## config.mk

```make
export PLATFORM = sky130hd
export DESIGN_NAME = dac_srcsync_tx
export DESIGN_NICKNAME = d
export VERILOG_FILES = /design/src/rtl/dac_tx_pkg.sv /design/src/rtl/dac_phase_seq.sv /design/src/rtl/dac_word_capture.sv /design/src/rtl/dac_out_reg.sv /design/src/rtl/dac_srcsync_tx.sv
export SDC_FILE = /design/constraint.sdc
export NUM_CORES = 1
export LEC_CHECK = 0
export ABC_CLOCK_PERIOD_IN_PS = 1500
export BUFFER_PORTS_ARGS = -buffer_cell sky130_fd_sc_hd__buf_4
export CORE_MARGIN = 2
export CORE_UTILIZATION = 53
export CTS_CLUSTER_DIAMETER = 80
export CTS_CLUSTER_SIZE = 14
export DETAILED_ROUTE_END_ITERATION = 6
export HOLD_SLACK_MARGIN = 0.06
export MAX_ROUTING_LAYER = met4
export PLACE_DENSITY_LB_ADDON = 0.15
export SYNTH_ARGS = -nofsm -noshare
export SYNTH_HDL_FRONTEND = slang
export SYNTH_SLANG_ARGS = --single-unit
```

## constraint.sdc

```tcl
create_clock -name clk -period 1.5 [get_ports clk]
set_input_delay 0.075 -clock clk [delete_from_list [all_inputs] [get_ports clk]]
set_output_delay 0.075 -clock clk [all_outputs]
set_load 0.05 [all_outputs]
```

## src/rtl/dac_tx_pkg.sv

```systemverilog
package dac_tx_pkg;

    // Number of fast cycles per converter sample.
    localparam int unsigned PHASES_PER_SAMPLE = 4;

    // Phase at which the forwarded clock bit is cleared, half a period after it is set.
    function automatic int unsigned clk_fall_phase(input int unsigned rise_phase,
                                                   input int unsigned phases);
        return (rise_phase + phases / 2) % phases;
    endfunction

    // Phase counter value after one fast cycle.
    function automatic int unsigned next_phase(input int unsigned cur,
                                               input int unsigned phases);
        return (cur == phases - 1) ? 0 : cur + 1;
    endfunction

endpackage

```

## src/rtl/dac_phase_seq.sv

```systemverilog
module dac_phase_seq
    import dac_tx_pkg::*;
#(
    parameter int unsigned DIV            = PHASES_PER_SAMPLE,
    parameter int unsigned CLK_RISE_PHASE = 2
) (
    input  logic clk,
    input  logic rst,
    output logic load_en,
    output logic ready,
    output logic clk_set,
    output logic clk_clr
);
    localparam int unsigned CW        = $clog2(DIV);
    localparam int unsigned FALL_PH   = clk_fall_phase(CLK_RISE_PHASE, DIV);
    localparam logic [CW-1:0] LAST_PH = CW'(DIV - 1);
    localparam logic [CW-1:0] RISE_PH = CW'(CLK_RISE_PHASE);
    localparam logic [CW-1:0] CLR_PH  = CW'(FALL_PH);

    typedef struct packed {
        logic [CW-1:0] ph;
        logic          armed;
    } seq_t;

    seq_t st_d, st_q;

    always_comb begin
        st_d    = st_q;
        st_d.ph = CW'(next_phase(int'(st_q.ph), DIV));
        if (st_q.ph == LAST_PH) begin
            st_d.armed = 1'b1;
        end
        if (rst) begin
            st_d = '0;
        end
    end

    always_ff @(posedge clk) begin
        st_q <= st_d;
    end

    assign load_en = (st_q.ph == '0);
    assign ready   = st_q.armed && (st_q.ph == LAST_PH);
    assign clk_set = (st_q.ph == RISE_PH);
    assign clk_clr = (st_q.ph == CLR_PH);

    // the strobe never lasts more than one fast cycle
    p_ready_single_r2: assert property (@(posedge clk) disable iff (rst)
        ready |=> !ready);

    // a load phase always follows the strobe
    p_load_after_ready_r7: assert property (@(posedge clk) disable iff (rst)
        ready |=> load_en);

endmodule

```

## src/rtl/dac_word_capture.sv

```systemverilog
module dac_word_capture #(
    parameter int unsigned W = 24
) (
    input  logic         clk,
    input  logic         rst,
    input  logic         ready,
    input  logic         valid,
    input  logic         take,
    input  logic [W-1:0] din,
    output logic [W-1:0] word,
    output logic         pending
);
    typedef struct packed {
        logic [W-1:0] word;
        logic         pend;
    } cap_t;

    cap_t cap_d, cap_q;

    always_comb begin
        cap_d = cap_q;
        if (ready && valid) begin
            cap_d.word = din;
            cap_d.pend = 1'b1;
        end else if (take) begin
            cap_d.pend = 1'b0;
        end
        if (rst) begin
            cap_d = '0;
        end
    end

    always_ff @(posedge clk) begin
        cap_q <= cap_d;
    end

    assign word    = cap_q.word;
    assign pending = cap_q.pend;

    // an accepted word is held in staging the next cycle
    p_capture_r3: assert property (@(posedge clk) disable iff (rst)
        (ready && valid) |=> (pending && word == $past(din)));

    // a strobe without valid leaves staging empty and untouched
    p_no_take_r4: assert property (@(posedge clk) disable iff (rst)
        (ready && !valid && !pending) |=> (!pending && $stable(word)));

endmodule

```

## src/rtl/dac_out_reg.sv

```systemverilog
module dac_out_reg #(
    parameter int unsigned W = 24
) (
    input  logic         clk,
    input  logic         rst,
    input  logic         load_en,
    input  logic         pending,
    input  logic [W-1:0] stage_word,
    input  logic         clk_set,
    input  logic         clk_clr,
    output logic [W-1:0] dac_data,
    output logic         dac_clk
);
    // Data and forwarded clock share one register so all lines launch together.
    typedef struct packed {
        logic         sclk;
        logic [W-1:0] data;
    } out_t;

    out_t o_d, o_q;

    always_comb begin
        o_d = o_q;
        if (load_en && pending) begin
            o_d.data = stage_word;
        end
        if (clk_set) begin
            o_d.sclk = 1'b1;
        end else if (clk_clr) begin
            o_d.sclk = 1'b0;
        end
        if (rst) begin
            o_d = '0;
        end
    end

    always_ff @(posedge clk) begin
        o_q <= o_d;
    end

    assign dac_data = o_q.data;
    assign dac_clk  = o_q.sclk;

    // reset clears every output line
    p_reset_clear_r1: assert property (@(posedge clk)
        rst |=> (dac_data == '0 && !dac_clk));

    // data only moves in the load phase
    p_hold_r7: assert property (@(posedge clk) disable iff (rst)
        !load_en |=> $stable(dac_data));

    // a pending word reaches the pins at the load
    p_load_r3: assert property (@(posedge clk) disable iff (rst)
        (load_en && pending) |=> (dac_data == $past(stage_word)));

    // the set phase produces a high clock bit
    p_clk_rise_r6: assert property (@(posedge clk) disable iff (rst)
        clk_set |=> dac_clk);

    // a rising clock bit holds for a second cycle
    p_clk_high_r5: assert property (@(posedge clk) disable iff (rst)
        $rose(dac_clk) |=> dac_clk);

    // a falling clock bit holds low for a second cycle
    p_clk_low_r8: assert property (@(posedge clk) disable iff (rst)
        $fell(dac_clk) |=> !dac_clk);

endmodule

```

## src/rtl/dac_srcsync_tx.sv

```systemverilog
module dac_srcsync_tx
    import dac_tx_pkg::*;
#(
    parameter int unsigned DATA_W         = 24,
    parameter int unsigned CLK_RISE_PHASE = 2
) (
    input  logic              clk,
    input  logic              rst,
    input  logic              s_valid,
    input  logic [DATA_W-1:0] s_data,
    output logic              s_ready,
    output logic [DATA_W-1:0] dac_data,
    output logic              dac_clk
);
    localparam int unsigned DIV = PHASES_PER_SAMPLE;

    logic              load_en;
    logic              clk_set;
    logic              clk_clr;
    logic [DATA_W-1:0] stage_word;
    logic              stage_pend;

    dac_phase_seq #(
        .DIV            (DIV),
        .CLK_RISE_PHASE (CLK_RISE_PHASE)
    ) u_seq (
        .clk     (clk),
        .rst     (rst),
        .load_en (load_en),
        .ready   (s_ready),
        .clk_set (clk_set),
        .clk_clr (clk_clr)
    );

    dac_word_capture #(
        .W (DATA_W)
    ) u_cap (
        .clk     (clk),
        .rst     (rst),
        .ready   (s_ready),
        .valid   (s_valid),
        .take    (load_en),
        .din     (s_data),
        .word    (stage_word),
        .pending (stage_pend)
    );

    dac_out_reg #(
        .W (DATA_W)
    ) u_out (
        .clk        (clk),
        .rst        (rst),
        .load_en    (load_en),
        .pending    (stage_pend),
        .stage_word (stage_word),
        .clk_set    (clk_set),
        .clk_clr    (clk_clr),
        .dac_data   (dac_data),
        .dac_clk    (dac_clk)
    );

    // reset silences the strobe
    p_ready_reset_r1: assert property (@(posedge clk)
        rst |=> !s_ready);

    // the forwarded clock keeps moving when no word is offered
    p_clk_free_r4: assert property (@(posedge clk) disable iff (rst)
        (s_ready && !s_valid && $past(dac_clk) && dac_clk) |=> !dac_clk);

endmodule

```

==> metrics.yaml <==
run_status:
  status: "finished, final reports clean"
drt:
  ant_nets: 0
  drc: 0
  vias: 1770
  drtIter0Drc: 74
  wl_um: 4240
  viasPerCell: 5.01
  firstDrtPassIters: 4
  detail_route.wl_per_cell_um: 12.0
global_routing:
  grt_pass1_vias: 1726
  antenna_found_initial: 0
  grtUsageTotal_pct: 18.8
  grt_start_max_net_pins: 78
  grt_pass1_wl_um: 7410
  grt-ovfl-total: 0
sta:
  max_freq_mhz: 723
  skew_ns: 0.00952
  tightest_slew_ns: 0.577
  slew_viol_final: 0
  rsz0062_at_grt: "false"
  hold_viol_final: 0
  relSlewSlack_pct: 61.5
  period_share_pct: 92.2
  setup_tns_ns: 0
  finalSetupViolCount: 0
  finalWorstSetupSlack_ns: 0.118
  fin_crit_ns: 1.38
  hold_ws_ns: 0.0631
power_and_ir_drop:
  cellLeakagePower_nw: 1.20
  pwr-share-clk_pct: 35.4
  switching_share_pct: 23.0
  p_int_mw: 2.09
  combinationalPowerShare_pct: 11.9
  vdd_drop_max_v: 0.000534
  power_switching_uw: 625
  power.density_mw_per_mm2: 881
  p_seq_share_pct: 52.7
logic_synthesis:
  yosys_register_bits: 53
  ys_seq_area_share_pct: 45.4
  synth_fa_ha_area_share_pct: 1.61
  synth_mux_area_share_pct: 10.3
  synth.avg_cell_area_um2: 9.90
  syn_area_mm2: 0.00234
  ys_types: 19
  synth_fp_nets: 266
  yosys.area_share.xor_xnor_pct: 0
  synthesis.instances: 236
  synthSimpleGateAreaFrac_pct: 20.2
  synth_compound_area_share_pct: 15.9
  synth_top_family_by_area: "simple AND/OR/NAND/NOR gates"
  yosys_warnings: 0
critical_path:
  cp-endpoint: "s_ready"
  rr_worst_depth: 4
  path_max_fanout: 6
  arrival_ns: 1.31
  reg2reg_slack_ns: 0.12
  required_ns: 1.42
  critPathLaunchType: "flip-flop"
  setup.worst_path.class: "reg -> out"
  cp-startpoint: "u_seq.st_q[2]$_SDFF_PP0_"
  rr_startpoint: "u_seq.st_q[2]$_SDFF_PP0_"
  endpoint_kind: "output pin"
  timing.rr.end: "u_cap.word[0]$_SDFFE_PP0P_"
finish:
  syn2layout_area_growth_pct: 31.7
  layout_commonest_cell: "buf_4"
  regArea_mm2: 0.00106
  mostFrequentLayoutCells: "54 x buf_4, 52 x dfxtp_1, 50 x nand2b_1"
  drive_gt1_share_pct: 31.2
  multi_input_area_mm2: 0.00113
  final_core_util_pct: 71.6
  final_area_mm2: 0.00308
  nFillCells: 350
  n_antenna_cell: 0
  num-nets-final: 330
die:
  ioPinCount: 53
  start_util_pct: 54.4
  core_region_area_mm2: 0.00429
  dieWidth_um: 70.4
  die_y_um: 70.4
  die_area_mm2: 0.00495
  fp-row-count: 24
clocking:
  clockBufferDepth: 2
  insertion_delay_ns: 0.30
  cts_tree: "done"
  clkTransAtPathRegs_ns: 0.10
  cts_root_buf: "clkbuf_8"
  numClockSinks: 53
  numCtsBuffers: 5
  post-cts-setup-buffers: 0
  htreeDepth: 2
placement:
  io_buffers: 52
  place_congestion: 0.721
  preCtsSetupSlack_ns: 0.0884
  dp_hpwl_um: 2640
  dpl_cell_area_mm2: 0.00275
worst_hold_path:
  hp-class: "in -> reg"
run:
  drv_cap: 0
[how the worst min path moves through the flow]
stage,start,end,slack (ns),cells past startpoint
6_report,s_data[0],u_cap.word[0]$_SDFFE_PP0P_,0.06,3
5_1_grt,s_data[0],u_cap.word[0]$_SDFFE_PP0P_,0.06,3
4_1_cts,s_data[0],u_cap.word[0]$_SDFFE_PP0P_,0.06,3
3_5_place_dp,s_data[8],u_cap.word[8]$_SDFFE_PP0P_,0.36,3
3_3_place_gp,s_data[22],u_cap.word[22]$_SDFFE_PP0P_,0.35,3
2_1_floorplan,s_data[0],u_cap.word[0]$_SDFFE_PP0P_,0.23,2
[cell type report]
cell class                 count  share of cell area [%]
clock inverter                 3                    1.50
clock buffer                   5                    2.24
sequential                    53                    34.5
timing repair buffer          79                    22.6
tap                           52                    2.11
multi-input combinational    158                    36.6
inverter                       3                   0.366
[stage by stage]
step / std cells / total power, mW
after detailed placement: 324 / 1.74
after floorplan: 236 / 1.62
final: 353 / 2.71
after global routing: 353 / 2.83
after global placement: 324 / 1.74
after CTS: 352 / 2.74
[power by group through the flow]
stage | clock network (mW) | logic [mW] | registers (mW)
after global placement | 0 | 0.281 | 1.46
after global routing | 1.04 | 0.355 | 1.43
final | 0.960 | 0.322 | 1.43
after floorplan | 0 | 0.152 | 1.47
after CTS | 0.988 | 0.323 | 1.43
after detailed placement | 0 | 0.283 | 1.46
[flip-flops by register name, summed over array words and instances, names as in the netlist]
name	flops
u_cap.word	24
u_out.dac_data	24
u_seq.st_q	3
u_cap.pending	1
u_out.dac_clk	1
[repair_timing]
action / CTS / global route
hold buffers: 20 / 1
hold endpoints to repair: 20 / 1
gates resized for setup: 0 / 1
setup endpoints to repair: 0 / 17
[metal layers]
metal	vias up	part of all wire (%)	track usage [%]
met5	-	0	-
li1	922	-	-
met3	7	3.9	3.46
met4	0	1.1	5.77
met1	806	47	22.7
met2	35	48	32.0
[logic make-up (layout without fill, tap and decap cells)]
group | Yosys count | count (layout)
compound gates | 50 | 50
buf+inv | 25 | 90
mux | 24 | 24
flops | 53 | 53
simple gates | 81 | 81
fa+ha+maj | 3 | 3
[worst max-delay path, cell delays in order (launching register included)]
cell and delay (ns):
dfxtp_1 0.37, ha_1 0.26, and2_2 0.18, buf_4 0.19
[synth_stat cells]
cell / instances / share of area [%]
dfxtp_1: 53 / 45
nor3b_1: 1 / 0.32
and3_1: 1 / 0.27
and2_2: 1 / 0.32
inv_1: 3 / 0.48
nor2_1: 2 / 0.32
nor3_1: 1 / 0.21
buf_12: 2 / 1.7
nand2b_1: 50 / 13
clkbuf_1: 7 / 1.1
a21bo_2: 24 / 10
a21oi_1: 26 / 5.6
buf_4: 3 / 0.96
ha_1: 3 / 1.6
buf_1: 1 / 0.16
mux2i_1: 24 / 10
nand3_1: 25 / 5.4
buf_2: 8 / 1.7
buf_6: 1 / 0.48
Note: power is estimated with default switching activity, not from simulation.
